==> src/rtl/tsi_pkg.sv <==
package tsi_pkg;

  localparam int LEN_W = 15;
  localparam int CNT_W = 8;

  localparam int B_GATE  = 4;
  localparam int B_SCHED = 3;
  localparam int B_SIZE  = 2;
  localparam int B_BTIME = 1;
  localparam int B_LIST  = 0;

  localparam int CAP_Q_LSB = 16;
  localparam int CNT_LSB   = 8;

  typedef enum logic [2:0] {
    SEL_STAT,
    SEL_SCHED,
    SEL_SIZE,
    SEL_CAP,
    SEL_EN,
    SEL_NONE
  } reg_sel_e;

  function automatic int qfield_w(input int nq);
    if (nq > 4)      return 3;
    else if (nq > 2) return 2;
    else             return 1;
  endfunction

  function automatic reg_sel_e decode_addr(input logic [7:0] a);
    case (a)
      8'h00:   return SEL_STAT;
      8'h04:   return SEL_SCHED;
      8'h08:   return SEL_SIZE;
      8'h0C:   return SEL_CAP;
      8'h10:   return SEL_EN;
      default: return SEL_NONE;
    endcase
  endfunction

endpackage

==> src/rtl/tsi_w1c_bank.sv <==
module tsi_w1c_bank #(
  parameter int W = 4
) (
  input  logic         clk,
  input  logic         rst_n,
  input  logic [W-1:0] set_i,
  input  logic [W-1:0] clr_i,
  output logic [W-1:0] q_o
);

  logic [W-1:0] q;

  // A set in the same cycle as a clear keeps the bit.
  always_ff @(posedge clk or negedge rst_n) begin
    if (!rst_n) q <= '0;
    else        q <= (q & ~clr_i) | set_i;
  end

  assign q_o = q;

  // a new event is visible on the next cycle
  p_set_wins_r2: assert property (@(posedge clk) disable iff (!rst_n)
    (set_i != '0) |=> ((q_o & $past(set_i)) == $past(set_i)));

  // a bit only falls when it was cleared
  p_hold_r3: assert property (@(posedge clk) disable iff (!rst_n)
    1'b1 |=> (($past(q_o) & ~$past(clr_i) & ~q_o) == '0));

endmodule

==> src/rtl/tsi_sat_cnt.sv <==
module tsi_sat_cnt #(
  parameter int W = 8
) (
  input  logic         clk,
  input  logic         rst_n,
  input  logic         inc_i,
  input  logic         clr_i,
  output logic [W-1:0] cnt_o
);

  localparam logic [W-1:0] TOP = '1;

  function automatic logic [W-1:0] bump(input logic [W-1:0] v);
    return (v == TOP) ? v : v + 1'b1;
  endfunction

  logic [W-1:0] cnt;

  always_ff @(posedge clk or negedge rst_n) begin
    if (!rst_n)     cnt <= '0;
    else if (inc_i) cnt <= bump(cnt);
    else if (clr_i) cnt <= '0;
  end

  assign cnt_o = cnt;

  p_saturate_r6: assert property (@(posedge clk) disable iff (!rst_n)
    (cnt_o == TOP && inc_i) |=> (cnt_o == TOP));

  p_clear_zero_r6: assert property (@(posedge clk) disable iff (!rst_n)
    (clr_i && !inc_i) |=> (cnt_o == '0));

  p_never_drops_on_inc_r6: assert property (@(posedge clk) disable iff (!rst_n)
    inc_i |=> (cnt_o != '0));

endmodule

==> src/rtl/tsi_size_capture.sv <==
module tsi_size_capture #(
  parameter int QF_W  = 3,
  parameter int LEN_W = 15
) (
  input  logic             clk,
  input  logic             rst_n,
  input  logic             ev_i,
  input  logic             bm_empty_i,
  input  logic [QF_W-1:0]  qnum_i,
  input  logic [LEN_W-1:0] len_i,
  output logic [QF_W-1:0]  cap_q_o,
  output logic [LEN_W-1:0] cap_len_o
);

  logic             load;
  logic [QF_W-1:0]  cap_q;
  logic [LEN_W-1:0] cap_len;

  assign load = ev_i && bm_empty_i;

  always_ff @(posedge clk or negedge rst_n) begin
    if (!rst_n) begin
      cap_q   <= '0;
      cap_len <= '0;
    end else if (load) begin
      cap_q   <= qnum_i;
      cap_len <= len_i;
    end
  end

  assign cap_q_o   = cap_q;
  assign cap_len_o = cap_len;

  p_first_kept_r5: assert property (@(posedge clk) disable iff (!rst_n)
    !bm_empty_i |=> ($stable(cap_q_o) && $stable(cap_len_o)));

  p_loads_r5: assert property (@(posedge clk) disable iff (!rst_n)
    (ev_i && bm_empty_i) |=> (cap_len_o == $past(len_i)));

endmodule

==> src/rtl/tsn_gate_err_irq.sv <==
module tsn_gate_err_irq
  import tsi_pkg::*;
#(
  parameter int NUM_Q = 8
) (
  input  logic                          clk,
  input  logic                          rst_n,
  input  logic                          ev_gate_err,
  input  logic                          ev_sched_hlb,
  input  logic [NUM_Q-1:0]              ev_sched_mask,
  input  logic                          ev_size_hlb,
  input  logic [qfield_w(NUM_Q)-1:0]    ev_size_qnum,
  input  logic [14:0]                   ev_size_len,
  input  logic                          ev_btime_err,
  input  logic                          ev_list_done,
  input  logic                          reg_wr,
  input  logic                          reg_rd,
  input  logic [7:0]                    reg_addr,
  input  logic [31:0]                   reg_wdata,
  output logic                          reg_rvalid,
  output logic [31:0]                   reg_rdata,
  output logic                          irq_o
);

  localparam int QF_W  = qfield_w(NUM_Q);
  localparam int N_FLG = 3;

  // ---------------- register port decode ----------------
  reg_sel_e sel;
  logic     wr_stat, wr_sched, wr_size, wr_en;
  logic     wdata_unused;

  assign sel      = decode_addr(reg_addr);
  assign wr_stat  = reg_wr && (sel == SEL_STAT);
  assign wr_sched = reg_wr && (sel == SEL_SCHED);
  assign wr_size  = reg_wr && (sel == SEL_SIZE);
  assign wr_en    = reg_wr && (sel == SEL_EN);
  assign wdata_unused = ^reg_wdata;

  // ---------------- sticky single flags: gate, btime, list ----------------
  logic [N_FLG-1:0] flg_set, flg_clr, flg_q;

  assign flg_set = {ev_gate_err, ev_btime_err, ev_list_done};
  assign flg_clr = wr_stat ? {reg_wdata[B_GATE], reg_wdata[B_BTIME], reg_wdata[B_LIST]}
                           : '0;

  tsi_w1c_bank #(.W(N_FLG)) u_flags (
    .clk   (clk),
    .rst_n (rst_n),
    .set_i (flg_set),
    .clr_i (flg_clr),
    .q_o   (flg_q)
  );

  // ---------------- per-queue bitmaps ----------------
  logic [NUM_Q-1:0] sched_set, sched_clr, sched_bm;
  logic [NUM_Q-1:0] size_set, size_clr, size_bm;
  logic             size_ev_ok;

  assign sched_set = ev_sched_hlb ? ev_sched_mask : '0;
  assign sched_clr = wr_sched ? reg_wdata[NUM_Q-1:0] : '0;
  assign size_ev_ok = ev_size_hlb && (int'(ev_size_qnum) < NUM_Q);
  assign size_clr  = wr_size ? reg_wdata[NUM_Q-1:0] : '0;

  always_comb begin
    size_set = '0;
    for (int i = 0; i < NUM_Q; i++) begin
      if (size_ev_ok && (int'(ev_size_qnum) == i)) size_set[i] = 1'b1;
    end
  end

  tsi_w1c_bank #(.W(NUM_Q)) u_sched_bm (
    .clk   (clk),
    .rst_n (rst_n),
    .set_i (sched_set),
    .clr_i (sched_clr),
    .q_o   (sched_bm)
  );

  tsi_w1c_bank #(.W(NUM_Q)) u_size_bm (
    .clk   (clk),
    .rst_n (rst_n),
    .set_i (size_set),
    .clr_i (size_clr),
    .q_o   (size_bm)
  );

  // ---------------- size capture ----------------
  logic [QF_W-1:0]  cap_q;
  logic [LEN_W-1:0] cap_len;

  tsi_size_capture #(.QF_W(QF_W), .LEN_W(LEN_W)) u_cap (
    .clk        (clk),
    .rst_n      (rst_n),
    .ev_i       (size_ev_ok),
    .bm_empty_i (size_bm == '0),
    .qnum_i     (ev_size_qnum),
    .len_i      (ev_size_len),
    .cap_q_o    (cap_q),
    .cap_len_o  (cap_len)
  );

  // ---------------- base-time loop count ----------------
  logic [CNT_W-1:0] loop_cnt;
  logic             btime_clr;

  assign btime_clr = wr_stat && reg_wdata[B_BTIME];

  tsi_sat_cnt #(.W(CNT_W)) u_loop (
    .clk   (clk),
    .rst_n (rst_n),
    .inc_i (ev_btime_err),
    .clr_i (btime_clr),
    .cnt_o (loop_cnt)
  );

  // ---------------- enable register ----------------
  logic [4:0] en_q;

  always_ff @(posedge clk or negedge rst_n) begin
    if (!rst_n)     en_q <= '0;
    else if (wr_en) en_q <= reg_wdata[4:0];
  end

  // ---------------- status assembly and interrupt ----------------
  logic [4:0]  stat_flags;
  logic [31:0] stat_word, cap_word;
  logic        irq_q;

  always_comb begin
    stat_flags          = '0;
    stat_flags[B_GATE]  = flg_q[2];
    stat_flags[B_SCHED] = |sched_bm;
    stat_flags[B_SIZE]  = |size_bm;
    stat_flags[B_BTIME] = flg_q[1];
    stat_flags[B_LIST]  = flg_q[0];

    stat_word = '0;
    stat_word[4:0] = stat_flags;
    stat_word[CNT_LSB +: CNT_W] = loop_cnt;

    cap_word = '0;
    cap_word[LEN_W-1:0] = cap_len;
    cap_word[CAP_Q_LSB +: QF_W] = cap_q;
  end

  always_ff @(posedge clk or negedge rst_n) begin
    if (!rst_n) irq_q <= 1'b0;
    else        irq_q <= |(stat_flags & en_q);
  end

  assign irq_o = irq_q;

  // ---------------- read path ----------------
  logic [31:0] rd_mux, rdata_q;
  logic        rvalid_q;

  always_comb begin
    case (sel)
      SEL_STAT:  rd_mux = stat_word;
      SEL_SCHED: rd_mux = 32'(sched_bm);
      SEL_SIZE:  rd_mux = 32'(size_bm);
      SEL_CAP:   rd_mux = cap_word;
      SEL_EN:    rd_mux = 32'(en_q);
      default:   rd_mux = '0;
    endcase
  end

  always_ff @(posedge clk or negedge rst_n) begin
    if (!rst_n) begin
      rvalid_q <= 1'b0;
      rdata_q  <= '0;
    end else begin
      rvalid_q <= reg_rd;
      if (reg_rd) rdata_q <= rd_mux;
    end
  end

  assign reg_rvalid = rvalid_q;
  assign reg_rdata  = rdata_q;

  // ---------------- assertions ----------------
  p_irq_reach_r8: assert property (@(posedge clk) disable iff (!rst_n)
    (ev_gate_err && en_q[B_GATE] && !wr_en) |=> ##1 irq_o);

  p_masked_quiet_r7: assert property (@(posedge clk) disable iff (!rst_n)
    (en_q == '0) |=> !irq_o);

  p_sched_summary_r3: assert property (@(posedge clk) disable iff (!rst_n)
    (ev_sched_hlb && ev_sched_mask != '0) |=> stat_word[B_SCHED]);

  p_bad_queue_r4: assert property (@(posedge clk) disable iff (!rst_n)
    (ev_size_hlb && !size_ev_ok && size_clr == '0) |=> $stable(size_bm));

  p_rvalid_r9: assert property (@(posedge clk) disable iff (!rst_n)
    reg_rd |=> reg_rvalid);

endmodule

==> config.mk <==
export PLATFORM = sky130hd
export DESIGN_NAME = tsn_gate_err_irq
export DESIGN_NICKNAME = d
export VERILOG_FILES = /design/src/rtl/tsi_pkg.sv /design/src/rtl/tsi_w1c_bank.sv /design/src/rtl/tsi_sat_cnt.sv /design/src/rtl/tsi_size_capture.sv /design/src/rtl/tsn_gate_err_irq.sv
export SDC_FILE = /design/constraint.sdc
export NUM_CORES = 1
export LEC_CHECK = 0
export BUFFER_PORTS_ARGS = -buffer_cell sky130_fd_sc_hd__clkbuf_2
export CAP_MARGIN = 20
export CORE_MARGIN = 2
export CORE_UTILIZATION = 35
export CTS_CLUSTER_SIZE = 40
export DETAILED_ROUTE_END_ITERATION = 10
export SYNTH_ARGS = -nofsm -noshare
export SYNTH_HDL_FRONTEND = slang
export SYNTH_SLANG_ARGS = --single-unit
==> constraint.sdc <==
create_clock -name clk -period 2.24 [get_ports clk]
set_clock_uncertainty 0.15 [all_clocks]
set_input_delay 0.448 -clock clk [delete_from_list [all_inputs] [get_ports clk]]
set_output_delay 0.448 -clock clk [all_outputs]
set_load 0.05 [all_outputs]
==> results.cfg, run 1 <==
[sta]
finish_stage_setup_viols = 0
max_slew.worst_pin.slew_ns = 0.554
max_freq_ghz = 0.505
final_max_slew_viol_count = 0
worst_setup_slack_after_layout_ns = 0.258
timing_hold_violations_final = 0
layout_min_cycle_time_ns = 1.98
max-slew-margin-rel = 0.627
grt_setup_unrepaired = no
fin_tns_setup_ns = 0
post-route-period-util = 0.885
fin_hold_ws_ns = 0.134

[placement]
dpl_worst_slack_ns = 0.0788
io_buffer_count = 71
place.detailed.hpwl_um = 6770
place_congestion = 0.803

[setup_path]
worst-endpoint-required_ns = 2.37
timing.setup.critical_path_class = reg -> reg
worst_setup_path_end_kind = flop
critical-path-slowest-cell = or4_1
timing.critical_path.slowest_cell_delay_ns = 0.56
critical_path_arrival_ns = 2.11
critPathLaunchType = flop
worst-path-max-fanout = 5
timing.critical_path.cells = ha_1 > nand3_1 > o21ai_0 > or4_1 > a21oi_1

[cells_and_area]
proportion_of_layout_cells_with_a_drive_suffix_above_1 = 0.324
multi_input_comb_area_mm2 = 0.00156
n_antenna_cell = 0
most-common-layout-cells = 71 x dfrtp_1, 70 x clkbuf_2, 23 x nand2_1
layout-area-overhead-vs-synth_pct = 19.4
final_common_cell = dfrtp_1
seqCellArea_mm2 = 0.00178
filler_cell_count = 964
utilization = 0.431
num-nets-final = 483

[clock_network]
cts.htree.levels = 3
post_cts_resized = 0
clock_path_buffers = 2
cts_inserted_buffers = 9
tritoncts_clock_tree = yes
clock-root-buffer = clkbuf_8
clk-insertion-delay-late_ns = 0.35
clkSlewWorstSetupHoldPaths_ns = 0.07
clkSinkCount = 71

[power_and_ir_drop]
totalPowerFinal_uw = 2850
cellLeakagePower_uw = 0.00189
worst_vdd_ir_mv = 0.323
powerDensity_mw_per_mm2 = 676

[yosys]
synth_enable_flop_cells = 0
synth.distinct_cells = 55
synth.yosys.seq_area_share = 0.503
syn_avg_cell_area_um2 = 10.9
syn-cell-area_mm2 = 0.00353
gate_count_post_synth = 323
yosys_warnings = 0
synth_flop_cell = dfrtp_1
postSynthRegisterBits = 71
synth-async-reset-ratio = 1.00

[drt]
ant_nets = 0
drt_drc_violations_left = 0
wirelength_um = 8820
via_count = 2748
first_pass_iters = 4
drt-initial-drc-count = 108
viasPerCell = 5.06
avgRoutedWirePerCell_um = 16.2

[floorplanning]
std_cell_rows = 36
initial_utilization = 0.361
dieWidth_um = 104
design.die.area_mm2 = 0.0109
coreArea_mm2 = 0.00977
boundaryPins = 109
vertical_die_dimension_um = 104

[global_route]
grt_first_pass_wirelength_um = 14400
grt_busiest_layer = met2
number_of_global_route_vias_before_repair = 2803
grt_max_degree = 25
global_route.usage.met1 = 0.232
antenna_found_initial = 0
globalRouteTotalUtil = 0.168
globalRouteMet3Util = 0.0307
grt_use_met2 = 0.262
gr-total-overflow = 0

[status]
run_status = completed

[flow_run]
cap_violations = 0

[hold_path]
holdCritPathClass = in -> reg
-- metrics by stage --
stage                     cells  area [µm²]
final                       543        4210
after global routing        543        4210
after CTS                   543        4210
after detailed placement    528        4060
after global placement      528        4060
after floorplan             335        3570
-- metal layers --
metal	wire [µm]	vias up
met2	4020	78
met4	144	0
met1	4230	1334
met3	433	10
li1	-	1326
met5	0	-
-- report_power, final --
| group | switching, µW | internal (µW) |
|---|---|---|
| Clock | 460 | 387 |
| Combinational | 265 | 201 |
| Sequential | 121 | 1410 |
-- cell type report --
class	count	area share
timing repair buffer	92	0.122
sequential	71	0.422
clock buffer	12	0.0321
tap	133	0.0395
multi-input combinational	220	0.371
clock inverter	2	0.00238
inverter	13	0.0116
-- kinds of logic after synthesis --
logic type,share of synthesized area
compound gates,0.165
xor+xnor,0.00745
buf+inv,0.0670
other cells,0.00106
mux,0.102
simple gates,0.151
fa+ha+maj,0.00354
flops,0.503
-- critical path: cells and delay by family, from the launching register on --
family,cells,cell delay [ns]
AND/OR/NAND/NOR,2,0.68
AO/OA/AOI/OAI,2,0.39
adder cells (fa/ha/maj),1,0.26
flip-flops,1,0.44
-- Yosys cell counts (3+ instances only) --
| cell type | number | area, µm² |
|---|---|---|
| nand3_1 | 20 | 100 |
| nor2_1 | 8 | 30.0 |
| nand3b_1 | 7 | 52.6 |
| o21ai_1 | 7 | 35.0 |
| a22oi_1 | 4 | 30.0 |
| a21oi_1 | 5 | 25.0 |
| nand2b_1 | 5 | 31.3 |
| nor2b_1 | 3 | 18.8 |
| o2bb2ai_1 | 10 | 87.6 |
| buf_2 | 6 | 30.0 |
| clkbuf_1 | 9 | 33.8 |
| a221oi_1 | 3 | 26.3 |
| o21ai_0 | 15 | 75.1 |
| inv_1 | 13 | 48.8 |
| o31ai_1 | 3 | 22.5 |
| mux2_2 | 21 | 236 |
| a22o_1 | 16 | 140 |
| a21o_1 | 3 | 22.5 |
| dfrtp_1 | 71 | 1780 |
| a211oi_1 | 3 | 22.5 |
| nand2_1 | 23 | 86.3 |
| nand4_1 | 5 | 31.3 |
| mux2_1 | 10 | 113 |
| or3_1 | 3 | 18.8 |
| buf_4 | 13 | 97.6 |
-- repair_timing --
item,CTS,global route
hold endpoints to repair,20,0
setup buffers,0,0
endpoints found under the setup margin,0,0
hold buffers,1,0
-- path summary, 6_finish.rpt --
| check | slack, ns | cells past startpoint | to | from |
|---|---|---|---|---|
| setup reg to reg | 0.26 | 5 | u_loop.cnt_o[5]$_DFFE_PN0P_ | u_loop.cnt_o[0]$_DFFE_PN0P_ |
| hold / removal | 0.13 | 2 | u_flags.q_o[0]$_DFF_PN0_ | ev_list_done |
| min in group asynchronous | 0.47 | 2 | reg_rdata[9]$_DFFE_PN0P_ | rst_n |
| max in group asynchronous | 0.77 | 3 | irq_o$_DFF_PN0_ | rst_n |
| hold reg to reg | 0.34 | 1 | reg_rdata[16]$_DFFE_PN0P_ | reg_rdata[16]$_DFFE_PN0P_ |
| setup / recovery | 0.26 | 5 | u_loop.cnt_o[5]$_DFFE_PN0P_ | u_loop.cnt_o[0]$_DFFE_PN0P_ |
-- sequential cells by signal, indices dropped and copies added (netlist names) --
signal / cells
reg_rdata: 19
u_size_bm.q_o: 8
u_sched_bm.q_o: 8
u_cap.cap_len_o: 15
u_cap.cap_q_o: 3
reg_rvalid: 1
irq_o: 1
u_loop.cnt_o: 8
en_q: 5
u_flags.q_o: 3
Note: power is estimated with default switching activity, not from simulation.
==> run 2, diff against run 1 <==
CORE_ASPECT_RATIO = 1.4   (was not set)
RECOVER_POWER = 25   (was not set)
==> run 2 against run 1 <==
  * Die area rose by 0.11%
  * Global-route usage increased by 0.86 points
  * Worst setup slack better by 0.020 ns
  * First-iteration DRC count rose by 9.3%
  * Clock-buffer cell count rose by 1
  * Clock power grew 57%
  * Critical path type unchanged
  * Critical endpoint is now u_loop.cnt_o[7]$_DFFE_PN0P_
==> results.cfg, run 2 (synthesized netlist as in run 1, its figures left out) <==
[drt]
first_pass_iters = 4
drt-initial-drc-count = 118
wirelength_um = 8950
ant_nets = 0
drt_drc_violations_left = 0
viasPerCell = 5.06
avgRoutedWirePerCell_um = 16.4
via_count = 2752

[flow_run]
cap_violations = 0

[clock_network]
tritoncts_clock_tree = yes
cts_inserted_buffers = 9
cts-hold-fix-buffers = 1
clock_path_buffers = 2
clkSlewWorstSetupHoldPaths_ns = 0.06
cts.htree.levels = 3
post_cts.repair.setup_buffers = 0
post_cts_resized = 0
clkSinkCount = 71
clock-root-buffer = clkbuf_16
clk-insertion-delay-late_ns = 0.34

[power_and_ir_drop]
pwr-share-comb = 0.140
power.switching_fraction = 0.274
cellLeakagePower_uw = 0.00194
powerDensity_mw_per_mm2 = 769
power.share.clock = 0.399
worst_vdd_ir_mv = 0.387
intPower_uw = 2420
total_switching_power_uw = 914
seqPwrFrac = 0.461

[global_route]
globalRouteTotalUtil = 0.177
grt_first_pass_wirelength_um = 14300
antenna_found_initial = 0
grt_max_degree = 34
number_of_global_route_vias_before_repair = 2828
gr-total-overflow = 0

[cells_and_area]
num-nets-final = 480
layout-area-overhead-vs-synth_pct = 22.9
most-common-layout-cells = 71 x dfrtp_1, 69 x clkbuf_2, 23 x nand2_1
final_common_cell = dfrtp_1
proportion_of_layout_cells_with_a_drive_suffix_above_1 = 0.323
utilization = 0.441
n_antenna_cell = 0
max_reg_flops = 19

[sta]
final_max_slew_viol_count = 0
max-slew-margin-rel = 0.630
finish_stage_setup_viols = 0
grt_setup_unrepaired = no
timing_hold_violations_final = 0
fin_tns_setup_ns = 0
post-route-period-util = 0.876
max_slew.worst_pin.slew_ns = 0.541
layout_min_cycle_time_ns = 1.96
max_freq_ghz = 0.510

[hold_path]
holdCritPathClass = in -> reg
worstHoldPathCells = 2

[setup_path]
critical_path_arrival_ns = 2.05
worst-endpoint-required_ns = 2.32
rr_worst_depth = 5
critPathLaunchType = flop
timing.setup.critical_path_class = reg -> reg
worst_setup_path_end_kind = flop
worst-path-max-fanout = 5

[floorplanning]
initial_utilization = 0.358
dieWidth_um = 88.9
design.die.area_mm2 = 0.0109
boundaryPins = 109
vertical_die_dimension_um = 123
coreArea_mm2 = 0.00985
std_cell_rows = 43

[placement]
place.detailed.hpwl_um = 6890
io_buffer_count = 71
place_congestion = 0.839

[status]
run_status = completed
==> run 2: cell count changes in the layout (fill, tap and decap cells not counted), sizes merged <==
cell / change
clkbuf: +1
buf: -3
clkinvlp: +1
==> run 2: worst paths after layout <==
kind,startpoint,slack [ns],end
setup / recovery,u_loop.cnt_o[0]$_DFFE_PN0P_,0.28,u_loop.cnt_o[7]$_DFFE_PN0P_
min in group asynchronous,rst_n,0.46,reg_rdata[8]$_DFFE_PN0P_
setup reg to reg,u_loop.cnt_o[0]$_DFFE_PN0P_,0.28,u_loop.cnt_o[7]$_DFFE_PN0P_
hold reg to reg,reg_rdata[16]$_DFFE_PN0P_,0.34,reg_rdata[16]$_DFFE_PN0P_
hold / removal,ev_gate_err,0.15,u_flags.q_o[2]$_DFF_PN0_
max in group asynchronous,rst_n,0.83,en_q[3]$_DFFE_PN0P_
==> run 2: layer usage <==
| layer | global-route usage | vias to the layer above | wire length, µm |
|---|---|---|---|
| li1 | - | 1322 | - |
| met3 | 0.0538 | 15 | 384 |
| met1 | 0.206 | 1344 | 3670 |
| met4 | 0.0786 | 0 | 180 |
| met5 | 0 | - | 0 |
| met2 | 0.294 | 71 | 4710 |
==> run 2: power groups by stage <==
stage          combinational (µW)  clock (µW)  sequential (µW)
6_report                      466        1330             1540
3_3_place_gp                  459           0             1550
5_1_grt                       522        1420             1560
3_5_place_dp                  470           0             1560
4_1_cts                       473        1360             1540
2_1_floorplan                 319           0             1540
==> run 2: per-stage QoR <==
stage | instances | power [µW] | instance area [µm²] | setup WS, ns | hold slack (ns)
CTS | 544 | 3370 | 4340 | 0.260 | 0.139
detailed placement | 527 | 2030 | 4050 | 0.0885 | 0.277
global placement | 527 | 2010 | 4050 | 0.119 | 0.274
global route | 544 | 3500 | 4340 | 0.212 | 0.150
finish | 544 | 3340 | 4340 | 0.277 | 0.147
floorplan | 335 | 1860 | 3570 | 0.346 | 0.00241
==> run 2: area by class of cell <==
class                   count  area (µm²)
clock buffers              13         260
clock inverters             3        17.5
fillers                   974        5510
inverters                  13        48.8
multi-input cells         220        1560
flip-flops and latches     71        1780
well taps                 135         169
repair buffers             89         504
==> run 2: worst max-delay path, stage by stage, from the launching register on <==
cell and delay [ns]:
dfrtp_1 0.43, ha_1 0.26, and3_1 0.22, a2111oi_0 0.55, xnor2_1 0.19, nor2_1 0.05
==> run 3, diff against run 2 <==
CORE_ASPECT_RATIO = 2   (was 1.4)
CORE_MARGIN = not set   (was 2)
CORE_UTILIZATION = 51   (was 35)
PLACE_DENSITY = 0.8   (was not set)
==> run 3 against run 2 <==
  * Global-route usage increased by 8.8 points
  * Non-clock buffer count shrank 4
  * Sequential cell count stayed put
  * Combinational power fell by 2%
  * Register-to-register slack is essentially flat
  * Fmax down 0.70%
  * Clock-buffer cell count decreased by 3
  * Sequential power about the same
  * Critical path depth is the same
  * Via count rose by 3.7%
  * Final cell count decreased by 9.4%
  * First-iteration DRC count fell by 3.4%
  * Critical path type unchanged
  * Critical endpoint is now u_loop.cnt_o[5]$_DFFE_PN0P_
  * Largest power group unchanged
  * Highest routed layer unchanged
==> results.cfg, run 3 (synthesized netlist as in run 1, its figures left out) <==
[sta]
max-slew-margin-rel = 0.364
layout_min_cycle_time_ns = 1.98
finish_stage_setup_viols = 0
timing_hold_violations_final = 0
post-route-period-util = 0.882
max_slew.worst_pin.slew_ns = 0.953
grt_setup_unrepaired = no
final_max_slew_viol_count = 0
max_freq_ghz = 0.506
fin_tns_setup_ns = 0

[clock_network]
tritoncts_clock_tree = yes
cts.htree.levels = 3
clkSlewWorstSetupHoldPaths_ns = 0.06
cts_inserted_buffers = 9
clock_path_buffers = 2
clk-insertion-delay-late_ns = 0.34
clkSinkCount = 71
clock-root-buffer = clkbuf_16
post_cts.repair.setup_buffers = 0

[power_and_ir_drop]
seqPwrFrac = 0.452
power.switching_fraction = 0.275
total_switching_power_uw = 938
worst_vdd_ir_mv = 0.713
power.share.clock = 0.413
intPower_uw = 2480
cellLeakagePower_uw = 0.00193
powerDensity_mw_per_mm2 = 802
pwr-share-comb = 0.134

[setup_path]
worst_setup_path_end_kind = flop
critPathLaunchType = flop
critical_path_arrival_ns = 2.09
worst_path_bufs_invs = 0
critical-path-slowest-cell = or4_1
worst-path-max-fanout = 5
critPathTopFamily = simple AND/OR/NAND/NOR gates
timing.setup.critical_path_class = reg -> reg
timing.critical_path.cells = ha_1 > nand3_1 > o21ai_1 > or4_1 > a21oi_1
worst-endpoint-required_ns = 2.35
timing.critical_path.slowest_cell_delay_ns = 0.54

[drt]
drt-initial-drc-count = 114
first_pass_iters = 4
viasPerCell = 5.79
ant_nets = 0
avgRoutedWirePerCell_um = 17.4
wirelength_um = 8580
drt_drc_violations_left = 0
via_count = 2855

[hold_path]
holdCritPathClass = in -> reg

[cells_and_area]
max_reg_flops = 19
final_common_cell = dfrtp_1
most-common-layout-cells = 71 x dfrtp_1, 69 x clkbuf_2, 23 x nand2_1
post-route-cell-area_mm2 = 0.00426
num-nets-final = 476
filler_cell_count = 559
proportion_of_layout_cells_with_a_drive_suffix_above_1 = 0.319
layout-area-overhead-vs-synth_pct = 20.6
n_antenna_cell = 0

[global_route]
gr-total-overflow = 0
antenna_found_initial = 0
grt_first_pass_wirelength_um = 13700
number_of_global_route_vias_before_repair = 2905
grt_max_degree = 72
globalRouteTotalUtil = 0.264

[placement]
post_dp_cell_area_mm2 = 0.00396
place_congestion = 0.906
place.detailed.hpwl_um = 6500
io_buffer_count = 71

[flow_run]
cap_violations = 0

[status]
run_status = completed

[floorplanning]
boundaryPins = 109
dieWidth_um = 60.8
vertical_die_dimension_um = 120
initial_utilization = 0.529
coreArea_mm2 = 0.00667
std_cell_rows = 42
design.die.area_mm2 = 0.00728
[run 3: stage by stage]
stage                util  std cells  power (µW)  hold WS, ns  setup slack (ns)
floorplan               -        335        1860      0.00241             0.346
finish              0.638        493        3420        0.153             0.264
global route        0.638        493        3570        0.146             0.125
global placement    0.594        476        2000        0.325             0.153
CTS                 0.640        493        3440        0.147             0.187
detailed placement  0.594        476        2030        0.334             0.112
[run 3: power by group through the flow]
stage | Clock (µW) | Combinational, µW | Sequential [µW]
CTS | 1430 | 464 | 1540
global route | 1500 | 507 | 1560
floorplan | 0 | 319 | 1540
finish | 1410 | 459 | 1550
global placement | 0 | 443 | 1560
detailed placement | 0 | 461 | 1570
[run 3: repair_timing]
action | CTS | global route
endpoints found under the hold margin | 51 | 0
setup endpoints to repair | 0 | 1
hold buffers | 1 | 0
resized for setup | 0 | 1
[run 3: per-layer routing]
layer,global-route usage,share of wire
met4,0.158,0.034
met3,0.0700,0.047
met5,0,0
met1,0.275,0.36
met2,0.451,0.56
[run 3: path summary, 6_finish.rpt]
path	endpoint	depth (start not counted)	start	slack, ns
max	u_loop.cnt_o[5]$_DFFE_PN0P_	5	u_loop.cnt_o[0]$_DFFE_PN0P_	0.26
min	u_flags.q_o[0]$_DFF_PN0_	2	ev_list_done	0.15
max reg2reg	u_loop.cnt_o[5]$_DFFE_PN0P_	5	u_loop.cnt_o[0]$_DFFE_PN0P_	0.26
min reg2reg	u_cap.cap_len_o[10]$_DFFE_PN0P_	1	u_cap.cap_len_o[10]$_DFFE_PN0P_	0.34
max in group asynchronous	reg_rdata[2]$_DFFE_PN0P_	3	rst_n	0.57
min in group asynchronous	reg_rdata[9]$_DFFE_PN0P_	3	rst_n	0.74
[run 3: area by class of cell]
type / instances / area (µm²) / area share
clock buffers: 10 / 229 / 0.0538
repair buffers: 85 / 462 / 0.108
multi-input cells: 220 / 1560 / 0.367
clock inverters: 6 / 70.1 / 0.0165
inverters: 13 / 48.8 / 0.0115
flip-flops and latches: 71 / 1780 / 0.417
well taps: 88 / 110 / 0.0259
